File: config.mk
export PLATFORM = sky130hd
export DESIGN_NAME = pwm4_gen
export DESIGN_NICKNAME = d
export VERILOG_FILES = /design/src/rtl/pwm4_pkg.sv /design/src/rtl/pwm4_regs.sv /design/src/rtl/pwm4_core.sv /design/src/rtl/pwm4_dead_leg.sv /design/src/rtl/pwm4_steer.sv /design/src/rtl/pwm4_gen.sv
export SDC_FILE = /design/constraint.sdc
export NUM_CORES = 1
export LEC_CHECK = 0
export CAP_MARGIN = 25
export CORE_UTILIZATION = 25
export DETAILED_ROUTE_END_ITERATION = 7
export HOLD_SLACK_MARGIN = 0.1
export PLACE_DENSITY = 0.39
export SETUP_SLACK_MARGIN = 0.4
export SLEW_MARGIN = 10
export SYNTH_ARGS = -nofsm -noshare
export SYNTH_HDL_FRONTEND = slang
export SYNTH_SLANG_ARGS = --single-unit
File: constraint.sdc
create_clock -name clk -period 3.3 [get_ports clk]
set_clock_uncertainty 0.05 [all_clocks]
set_input_delay 0.66 -clock clk [delete_from_list [all_inputs] [get_ports clk]]
set_output_delay 0.66 -clock clk [all_outputs]
set_load 0.1 [all_outputs]
File: src/rtl/pwm4_pkg.sv
package pwm4_pkg;

    localparam int TMR_W  = 8;
    localparam int FRAC_W = 2;
    localparam int TB_W   = TMR_W + FRAC_W;
    localparam int DB_W   = 7;
    localparam int PS_W   = 4;
    localparam int ADDR_W = 2;
    localparam int LEGS   = 2;
    localparam int PINS   = 4;

    typedef enum logic [1:0] {
        ST_IDLE = 2'd0,
        ST_ARM  = 2'd1,
        ST_RUN  = 2'd2
    } run_state_e;

    typedef enum logic [1:0] {
        STEER_SINGLE = 2'b00,
        STEER_FWD    = 2'b01,
        STEER_HALF   = 2'b10,
        STEER_REV    = 2'b11
    } steer_e;

    localparam logic [ADDR_W-1:0] REG_PERIOD = 2'd0;
    localparam logic [ADDR_W-1:0] REG_DUTY   = 2'd1;
    localparam logic [ADDR_W-1:0] REG_CTRL   = 2'd2;
    localparam logic [ADDR_W-1:0] REG_DEAD   = 2'd3;

    typedef struct packed {
        logic [TMR_W-1:0] period;
        logic [TB_W-1:0]  duty;
        steer_e           steer;
        logic [1:0]       presc;
        logic [1:0]       pol;
    } cyc_cfg_t;

    // terminal value of the prescale counter for each prescale code
    function automatic logic [PS_W-1:0] presc_last(input logic [1:0] code);
        logic [PS_W-1:0] r;
        case (code)
            2'b00:   r = PS_W'(0);
            2'b01:   r = PS_W'(3);
            default: r = PS_W'(15);
        endcase
        return r;
    endfunction

endpackage

File: src/rtl/pwm4_regs.sv
module pwm4_regs
    import pwm4_pkg::*;
(
    input  logic              clk,
    input  logic              rst_n,
    input  logic              wr_en,
    input  logic [ADDR_W-1:0] wr_addr,
    input  logic [TMR_W-1:0]  wr_data,
    output cyc_cfg_t          shadow,
    output logic [DB_W-1:0]   dead_sh,
    output logic              enable
);

    // shadow copies; nothing here reaches the pins until the core loads it
    always_ff @(posedge clk or negedge rst_n) begin
        if (!rst_n) begin
            shadow  <= cyc_cfg_t'('0);
            dead_sh <= '0;
            enable  <= 1'b0;
        end else if (wr_en) begin
            case (wr_addr)
                REG_PERIOD: shadow.period <= wr_data;
                REG_DUTY:   shadow.duty[TB_W-1:FRAC_W] <= wr_data;
                REG_CTRL: begin
                    shadow.steer <= steer_e'(wr_data[7:6]);
                    shadow.duty[FRAC_W-1:0] <= wr_data[5:4];
                    shadow.presc <= wr_data[3:2];
                    shadow.pol   <= wr_data[1:0];
                end
                default: begin
                    enable  <= wr_data[7];
                    dead_sh <= wr_data[DB_W-1:0];
                end
            endcase
        end
    end

endmodule

File: src/rtl/pwm4_core.sv
module pwm4_core
    import pwm4_pkg::*;
(
    input  logic            clk,
    input  logic            rst_n,
    input  logic            enable,
    input  cyc_cfg_t        shadow,
    input  logic [DB_W-1:0] dead_sh,
    output logic            run,
    output logic            raw,
    output cyc_cfg_t        act_cfg,
    output logic [DB_W-1:0] act_dead
);

    localparam int ARM_W = 2;
    localparam logic [ARM_W-1:0]  ARM_LAST = '1;
    localparam logic [FRAC_W-1:0] FRAC_TOP = '1;

    run_state_e       state, state_nx;
    logic [ARM_W-1:0] arm_cnt;
    logic [PS_W-1:0]  pre_cnt;
    logic [TB_W-1:0]  tb, tb_inc;
    logic             tick, wrap, load_now, duty_hit;

    assign tb_inc   = tb + TB_W'(1);
    assign tick     = (pre_cnt == presc_last(act_cfg.presc));
    assign wrap     = tick && (tb == {act_cfg.period, FRAC_TOP});
    assign load_now = enable && ((state == ST_ARM && arm_cnt == ARM_LAST) ||
                                 (state == ST_RUN && wrap));
    assign duty_hit = (state == ST_RUN) && tick && !wrap && (tb_inc == act_cfg.duty);

    // state register
    always_ff @(posedge clk or negedge rst_n) begin
        if (!rst_n) state <= ST_IDLE;
        else        state <= state_nx;
    end

    // transitions: IDLE->ARM on enable, ARM->RUN after four clocks,
    // ARM/RUN->IDLE when enable drops
    always_comb begin
        state_nx = state;
        unique case (state)
            ST_IDLE: if (enable) state_nx = ST_ARM;
            ST_ARM: begin
                if (!enable)                  state_nx = ST_IDLE;
                else if (arm_cnt == ARM_LAST) state_nx = ST_RUN;
            end
            ST_RUN:  if (!enable) state_nx = ST_IDLE;
            default: state_nx = ST_IDLE;
        endcase
    end

    // state outputs
    always_comb begin
        run = (state == ST_RUN);
    end

    // time base, working set and set/reset of the modulated signal
    always_ff @(posedge clk or negedge rst_n) begin
        if (!rst_n) begin
            arm_cnt  <= '0;
            pre_cnt  <= '0;
            tb       <= '0;
            raw      <= 1'b0;
            act_cfg  <= cyc_cfg_t'('0);
            act_dead <= '0;
        end else begin
            arm_cnt <= (state == ST_ARM) ? arm_cnt + ARM_W'(1) : '0;
            if (load_now) begin
                act_cfg  <= shadow;
                act_dead <= dead_sh;
                tb       <= '0;
                pre_cnt  <= '0;
                raw      <= (shadow.duty != '0);
            end else if (state == ST_RUN) begin
                if (tick) begin
                    pre_cnt <= '0;
                    tb      <= tb_inc;
                    if (duty_hit) raw <= 1'b0;
                end else begin
                    pre_cnt <= pre_cnt + PS_W'(1);
                end
                if (duty_hit) act_dead <= dead_sh;
            end else begin
                pre_cnt <= '0;
                tb      <= '0;
                raw     <= 1'b0;
            end
        end
    end

    a_r1_wrap_clears: assert property (@(posedge clk) disable iff (!rst_n)
        (state == ST_RUN && wrap && enable) |=> (tb == '0 && run));

    a_r2_fall_on_match: assert property (@(posedge clk) disable iff (!rst_n)
        duty_hit |=> !raw);

    a_r3_zero_duty_quiet: assert property (@(posedge clk) disable iff (!rst_n)
        (run && act_cfg.duty == '0) |-> !raw);

    a_r4_hold_cfg: assert property (@(posedge clk) disable iff (!rst_n)
        (state == ST_RUN && !wrap) |=> $stable(act_cfg));

    a_r5_arm_span: assert property (@(posedge clk) disable iff (!rst_n)
        $rose(state == ST_RUN) |-> $past(state == ST_ARM, 4));

    a_r10_drop_on_disable: assert property (@(posedge clk) disable iff (!rst_n)
        (!enable && state != ST_IDLE) |=> (state == ST_IDLE));

endmodule

File: src/rtl/pwm4_dead_leg.sv
module pwm4_dead_leg
    import pwm4_pkg::*;
(
    input  logic            clk,
    input  logic            rst_n,
    input  logic            in_act,
    input  logic [DB_W-1:0] dead,
    output logic            out_act
);

    logic [DB_W-1:0] cnt;
    logic            out_nx;

    // rise waits until cnt reaches the dead count, fall follows at once
    assign out_nx = in_act && (out_act || cnt == dead);

    always_ff @(posedge clk or negedge rst_n) begin
        if (!rst_n) begin
            cnt     <= '0;
            out_act <= 1'b0;
        end else begin
            out_act <= out_nx;
            cnt     <= (in_act && !out_nx) ? cnt + DB_W'(1) : '0;
        end
    end

    a_r8_rise_needs_source: assert property (@(posedge clk) disable iff (!rst_n)
        $rose(out_act) |-> $past(in_act));

    a_r8_fall_follows: assert property (@(posedge clk) disable iff (!rst_n)
        !in_act |=> !out_act);

endmodule

File: src/rtl/pwm4_steer.sv
module pwm4_steer
    import pwm4_pkg::*;
(
    input  logic            clk,
    input  logic            rst_n,
    input  logic            run,
    input  steer_e          steer,
    input  logic [1:0]      pol,
    input  logic            raw,
    input  logic [LEGS-1:0] leg_out,
    output logic [PINS-1:0] pins
);

    logic [PINS-1:0] act;

    always_comb begin
        act = '0;
        unique case (steer)
            STEER_SINGLE: act[0] = raw;
            STEER_FWD: begin
                act[0] = 1'b1;
                act[3] = raw;
            end
            STEER_HALF: begin
                act[0] = leg_out[0];
                act[1] = leg_out[1];
            end
            STEER_REV: begin
                act[2] = 1'b1;
                act[1] = raw;
            end
            default: act = '0;
        endcase
        if (!run) act = '0;
    end

    // even pins (A, C) use pol[0], odd pins (B, D) use pol[1]
    for (genvar p = 0; p < PINS; p++) begin : g_pin
        assign pins[p] = act[p] ^ pol[p % 2];
    end

    a_r8_no_overlap: assert property (@(posedge clk) disable iff (!rst_n)
        (run && steer == STEER_HALF) |-> !(leg_out[0] && leg_out[1]));

    a_r10_idle_inactive: assert property (@(posedge clk) disable iff (!rst_n)
        !run |-> (act == '0));

endmodule

File: src/rtl/pwm4_gen.sv
module pwm4_gen
    import pwm4_pkg::*;
(
    input  logic        clk,
    input  logic        rst_n,
    input  logic        wr_en,
    input  logic [1:0]  wr_addr,
    input  logic [7:0]  wr_data,
    output logic [3:0]  pwm_out
);

    cyc_cfg_t        shadow, act_cfg;
    logic [DB_W-1:0] dead_sh, act_dead;
    logic            enable, run, raw;
    logic [LEGS-1:0] leg_in, leg_out;

    pwm4_regs u_regs (
        .clk     (clk),
        .rst_n   (rst_n),
        .wr_en   (wr_en),
        .wr_addr (wr_addr),
        .wr_data (wr_data),
        .shadow  (shadow),
        .dead_sh (dead_sh),
        .enable  (enable)
    );

    pwm4_core u_core (
        .clk      (clk),
        .rst_n    (rst_n),
        .enable   (enable),
        .shadow   (shadow),
        .dead_sh  (dead_sh),
        .run      (run),
        .raw      (raw),
        .act_cfg  (act_cfg),
        .act_dead (act_dead)
    );

    // leg 0 follows the modulated signal, leg 1 its complement
    for (genvar g = 0; g < LEGS; g++) begin : g_leg
        assign leg_in[g] = run && (raw ^ (g % 2 == 1));
        pwm4_dead_leg u_leg (
            .clk     (clk),
            .rst_n   (rst_n),
            .in_act  (leg_in[g]),
            .dead    (act_dead),
            .out_act (leg_out[g])
        );
    end

    pwm4_steer u_steer (
        .clk     (clk),
        .rst_n   (rst_n),
        .run     (run),
        .steer   (act_cfg.steer),
        .pol     (act_cfg.pol),
        .raw     (raw),
        .leg_out (leg_out),
        .pins    (pwm_out)
    );

endmodule

==> results of run 1 <==
## cells in the mapped netlist, types with 2 or more instances
cell type,instances
or3_1,2
nor3b_1,2
buf_6,4
xor2_1,24
nor4_1,5
nand3_1,15
clkbuf_1,4
inv_1,4
o21ai_0,4
nor2_1,32
nand3b_1,3
ha_1,5
mux2_4,7
and3_1,7
dfrtp_1,98
buf_4,3
xnor2_1,37
nand2_1,17
mux2_2,57
nand4_1,6
nor3_1,7
nor2b_1,3
a21oi_1,5
a41oi_1,2
a31oi_1,2
## worst register-to-register path, cell delays in order (launching register included)
cell and delay, ns:
dfrtp_1 0.45, ha_2 0.32, nand3_4 0.10, or3_1 0.40
a211oi_2 0.21, nand4_1 0.13, o41a_2 0.59, mux2_4 0.34
## final cells by class
class	count	area share [%]
Multi-Input combinational cell	257	38.9
Inverter	4	0.278
Timing Repair Buffer	22	4.73
Sequential cell	98	45.4
Clock inverter	5	0.996
Tap cell	229	5.30
Clock buffer	10	4.42
## sequential cells by signal (all words and copies together) (netlist names)
name and flops:
u_core.state 2, u_core.tb 10, u_core.raw 1, u_core.act_cfg 24, g_leg.u_leg.cnt 14, g_leg.u_leg.out_act 2, u_core.arm_cnt 2, u_core.act_dead 7
u_regs.enable 1, u_regs.dead_sh 7, u_core.pre_cnt 4, u_regs.shadow 24
## power by group through the flow
stage	logic [mW]	registers, mW	clock network [mW]
after floorplan	0.855	1.65	0
after global placement	1.14	1.76	0
after detailed placement	1.15	1.76	0
after CTS	1.15	1.74	1.09
after global routing	1.23	1.77	1.15
final	1.14	1.73	1.05
## cell families after synthesis
kind of cell	synth area share (%)
fa+ha+maj	1.36
simple gates	11.5
flops	53.1
compound gates	3.96
xor+xnor	11.6
mux	16.4
buf+inv	2.11
## through the flow
stage | util (%) | cells
5_1_grt | 30.0 | 625
2_1_floorplan | - | 370
6_report | 30.0 | 625
3_5_place_dp | 28.3 | 610
4_1_cts | 29.9 | 625
3_3_place_gp | 28.3 | 610
## routing by layer
| layer | vias up | global-route usage [%] |
|---|---|---|
| li1 | 1331 | - |
| met1 | 1439 | 18.0 |
| met2 | 47 | 17.0 |
| met3 | 9 | 2.27 |
| met4 | 0 | 5.92 |
| met5 | - | 0 |
## worst max-delay path by stage
stage / depth (start not counted) / endpoint / slack, ns
floorplan: 5 / pwm_out[3] / 0.66
detailed placement: 7 / u_core.act_dead[6] / 0.49
global placement: 7 / u_core.act_dead[0] / 0.53
CTS: 7 / u_core.act_dead[0] / 0.48
finish: 7 / u_core.act_dead[1] / 0.61
global route: 7 / u_core.act_dead[2] / 0.43
==> results.cfg, run 1 <==
[layout]
syn2layout_area_growth_pct = 17.0
postLayoutCellArea_mm2 = 0.00540
seq_area_mm2 = 0.00245
drive_gt1_share_pct = 26.3
finalNetCount = 410
fill_cells = 1853
final_cell_mix = dfrtp_1, mux2_2, xnor2_1
final_common_cell = dfrtp_1
multi_input_area_mm2 = 0.00210
diodes = 0

[cts]
cts.sinks = 98
cts.clk_slew.worst_paths_ns = 0.07
htree_num_levels = 3
postCtsSetupBuffers = 0
cts_resized = 0
holdBufCountCts = 0
cts_tree = yes
clk_latency_ns = 0.35
clockBufferDepth = 2
cts_buffers = 9
cts-root-buf = clkbuf_16

[grt]
grt_use_total_pct = 12.3
grt_max_degree = 45
gr-total-overflow = 0
grt_first_pass_wirelength_um = 16800
first_global_vias = 2939
grt_antenna_before_repair = 0

[logic_synthesis]
synthArstFlopShare_pct = 100
synth_cells = 370
synth_warnings = 0
yosysTopAreaCell = dfrtp_1
synthesis.nets = 388
synthFlopType = dfrtp_1
netlist_area_mm2 = 0.00462
netlist_top_cells_area = dfrtp_1, mux2_2, xnor2_1, xor2_1, nor2_1
ys_types = 40
synth.top_cell.area_share_pct = 53.1
ys_seq_area_share_pct = 53.1
synth-edff-count = 0
synth.avg_cell_area_um2 = 12.5
synth_seq_cells = 98

[worst_setup_path]
reg2reg_slack_ns = 0.61
path_delay_family = compound AO/OA/AOI/OAI gates
r2r-end = u_core.act_dead[1]
crit_path_max_incr_delay_ns = 0.59
cp-startpoint = u_core.tb[0]
crit_type = reg2reg
slowest_stage = o41a_2
r2r_cells = 7
crit_buf_inv = 0
crit_path_max_fanout = 7
startpoint_type = flop
timing.rr.start = u_core.tb[0]
critPathCaptureType = flop
crit_chain = ha_2, nand3_4, or3_1, a211oi_2, nand4_1, o41a_2, mux2_4
critPathRequiredTime_ns = 3.48
worstPathArrival_ns = 2.87

[routing]
wl_met3_um = 338
wl_met1_um = 5350
postRouteAntennaNets = 0
wl_met2_um = 4430
top_layer = met4
vias_per_cell = 4.52
first_pass_iters = 4
drc = 0
wl_um = 10300
wl_per_cell_um = 16.5
num_vias = 2826
detail_route.iter0.violations = 138

[power]
p_leak_nw = 2.31
power_frac_comb_pct = 29.1
p_seq_share_pct = 44.1
clkPwrFrac_pct = 26.8
powerDensity_mw_per_mm2 = 726
intPower_mw = 2.65
vdd_ir_drop_max_mv = 0.214
p_total_mw = 3.92
power_switching_mw = 1.27
swShare_pct = 32.4

[die]
coreArea_mm2 = 0.0180
die_area_mm2 = 0.0190
start_util_pct = 25.6
row_count = 49
io_pins = 17
die_w_um = 138
die_h_um = 138

[timing]
worstMarginPinSlew_ns = 0.646
finalMaxSlewViolations = 0
relSlewSlack_pct = 56.8
finalSetupTns_ns = 0
setup_ws_ns = 0.611
setup_viol = 0
hold_slack_ns = 0.234
min_period_ns = 2.69
hold_viol = 0
fin_crit_sh_pct = 81.5
fmaxAchievable_mhz = 372
rsz0062_at_grt = no

[placed_design]
dp_hpwl_um = 7330
port_buffers = 16
place.gp.congestion = 0.741
pre_cts_slack_ns = 0.492
place_area_mm2 = 0.00510

[job]
maxCapViolations = 0

[worst_hold_path]
hp-class = in2async

[outcome]
status = complete, no violations
(Power assumes the default switching activity.)
==> run 2, diff against run 1 <==
Clock period 3.3 ns to 2.7 ns, I/O delays scaled along.
==> run 2 against run 1 <==
Against the previous run: non-clock buffer count grew 23; clock power grew 14%; critical path depth grew 1; combinational power grew 33%; critical endpoint unchanged; power grew 24%; via count grew 2.2%; largest cell class unchanged; register-to-register slack lost 0.30 ns; setup slack lost 0.30 ns; final cell count grew 3.8%; maximum frequency grew 12%; hold slack lost 0.039 ns; count of clock-buffer cells in the layout grew 2.
==> results.cfg, run 2 (synthesized netlist as in run 1, its figures left out) <==
[cts]
cts.clk_slew.worst_paths_ns = 0.07
clockBufferDepth = 2
holdBufCountCts = 0
cts-root-buf = clkbuf_16
cts.sinks = 98
cts_buffers = 9
htree_num_levels = 3
cts_tree = yes
clk_latency_ns = 0.35

[worst_setup_path]
startpoint_type = flop
path_delay_family = compound AO/OA/AOI/OAI gates
crit_type = reg2reg
crit_path_max_fanout = 7
critPathRequiredTime_ns = 2.88
slowest_stage = o41a_4
worstPathArrival_ns = 2.57
crit_chain = ha_4, buf_6, nand3_4, a21oi_2, or3b_4, o21a_4, o41a_4, mux2_4
crit_buf_inv = 1
crit_path_max_incr_delay_ns = 0.51
critPathCaptureType = flop

[timing]
hold_viol = 0
fmaxAchievable_mhz = 418
fin_crit_sh_pct = 88.6
hold_slack_ns = 0.195
setup_viol = 0
min_period_ns = 2.39
rsz0062_at_grt = yes
finalMaxSlewViolations = 0
relSlewSlack_pct = 63.6
worstMarginPinSlew_ns = 0.544
finalSetupTns_ns = 0

[routing]
vias_per_cell = 4.45
wl_um = 10900
first_pass_iters = 4
num_vias = 2887
drc = 0
detail_route.iter0.violations = 156
postRouteAntennaNets = 0
wl_per_cell_um = 16.8

[layout]
finalNetCount = 433
fin_util_pct = 32.0
reg.largest.list = u_core.act_cfg (24), u_regs.shadow (24), g_leg.u_leg.cnt (14)
diodes = 0
final_common_cell = dfrtp_1
seq_area_mm2 = 0.00246
fill_cells = 1847
drive_gt1_share_pct = 34.8
multi_input_area_mm2 = 0.00227
fin_cells = 649
syn2layout_area_growth_pct = 24.8
final_cell_mix = dfrtp_1, mux2_2, xnor2_1, nor2_1, buf_4

[die]
coreArea_mm2 = 0.0180
die_w_um = 138
die_area_mm2 = 0.0190
die_h_um = 138
io_pins = 17
row_count = 49
start_util_pct = 25.6

[grt]
grt_max_degree = 99
gr-total-overflow = 0
first_global_vias = 2884
grt_first_pass_wirelength_um = 17300
grt_antenna_before_repair = 0
grt_use_total_pct = 12.6

[power]
swShare_pct = 33.3
powerDensity_mw_per_mm2 = 846
vdd_ir_drop_max_mv = 0.340
p_total_mw = 4.87
intPower_mw = 3.25
power_switching_mw = 1.62
clkPwrFrac_pct = 24.7
p_seq_share_pct = 44.0
p_leak_nw = 2.44
power_frac_comb_pct = 31.3

[placed_design]
dpl.cell_count = 613
dp_hpwl_um = 7340
place.gp.congestion = 0.776
port_buffers = 16

[job]
maxCapViolations = 0

[outcome]
status = complete, no violations

[worst_hold_path]
hp-class = in2async
[run 2: changes by cell type in the layout (fill, tap and decap cells not counted), sizes merged]
cell	change
clkbuf	+2
clkinvlp	+3
clkinv	-2
buf	+23
bufinv	-1
inv	-1
[run 2: final timing paths]
| path | from | depth (start not counted) | slack (ns) | endpoint |
|---|---|---|---|---|
| worst min-delay path | rst_n | 2 | 0.20 | u_regs.shadow[22] |
| min in group clk | u_core.arm_cnt[0] | 1 | 0.38 | u_core.arm_cnt[0] |
| max in group asynchronous | rst_n | 2 | 1.96 | u_core.act_cfg[4] |
| worst min register to register | u_core.arm_cnt[0] | 1 | 0.38 | u_core.arm_cnt[0] |
| worst max register to register | u_core.tb[1] | 8 | 0.31 | u_core.act_dead[1] |
| worst max-delay path | u_core.tb[1] | 8 | 0.31 | u_core.act_dead[1] |
[run 2: repair_timing]
action | CTS | global route
gates resized for setup | 11 | 29
buffers inserted | 10 | 10
setup endpoints to repair | 9 | 35
pin swaps | 6 | 11
[run 2: per-stage QoR]
stage / worst slack, ns / instance area, µm²
floorplan: 0.175 / 4670
detailed placement: 0.130 / 5140
global route: 0.208 / 5760
CTS: 0.340 / 5540
global placement: 0.178 / 5140
finish: 0.307 / 5760
[run 2: worst reg2reg max path: stages (launching register included)]
cell and delay (ns):
dfrtp_1 0.41, ha_4 0.20, buf_6 0.12, nand3_4 0.07
a21oi_2 0.06, or3b_4 0.39, o21a_4 0.14, o41a_4 0.51
mux2_4 0.32
[run 2: power by group through the flow]
stage	logic, mW	registers (mW)	clock network (mW)
5_1_grt	1.64	2.20	1.32
4_1_cts	1.42	2.14	1.25
3_3_place_gp	1.38	2.16	0
2_1_floorplan	1.05	2.02	0
3_5_place_dp	1.39	2.16	0
6_report	1.52	2.15	1.20
[run 2: final cells by class]
cell class | count | share of cell area [%]
clock buffers | 12 | 4.28
clock inverters | 4 | 0.478
inverters | 4 | 0.261
multi-input cells | 257 | 39.5
flip-flops and latches | 98 | 42.7
well taps | 229 | 4.97
repair buffers | 45 | 7.84
[run 2: routing by layer]
layer / vias up / track usage (%) / wire (µm)
li1: 1383 / - / -
met4: 0 / 5.62 / 263
met3: 16 / 2.01 / 215
met1: 1461 / 18.0 / 5510
met2: 27 / 18.7 / 4900
met5: - / 0 / 0
==> run 3, diff against run 2 <==
Settings changed: CTS_CLUSTER_DIAMETER from default to 200, HOLD_SLACK_MARGIN 0.1 to 0.05.
==> results of run 3 <==
No change in the layout: final DEF, timing and power equal those of run 2.
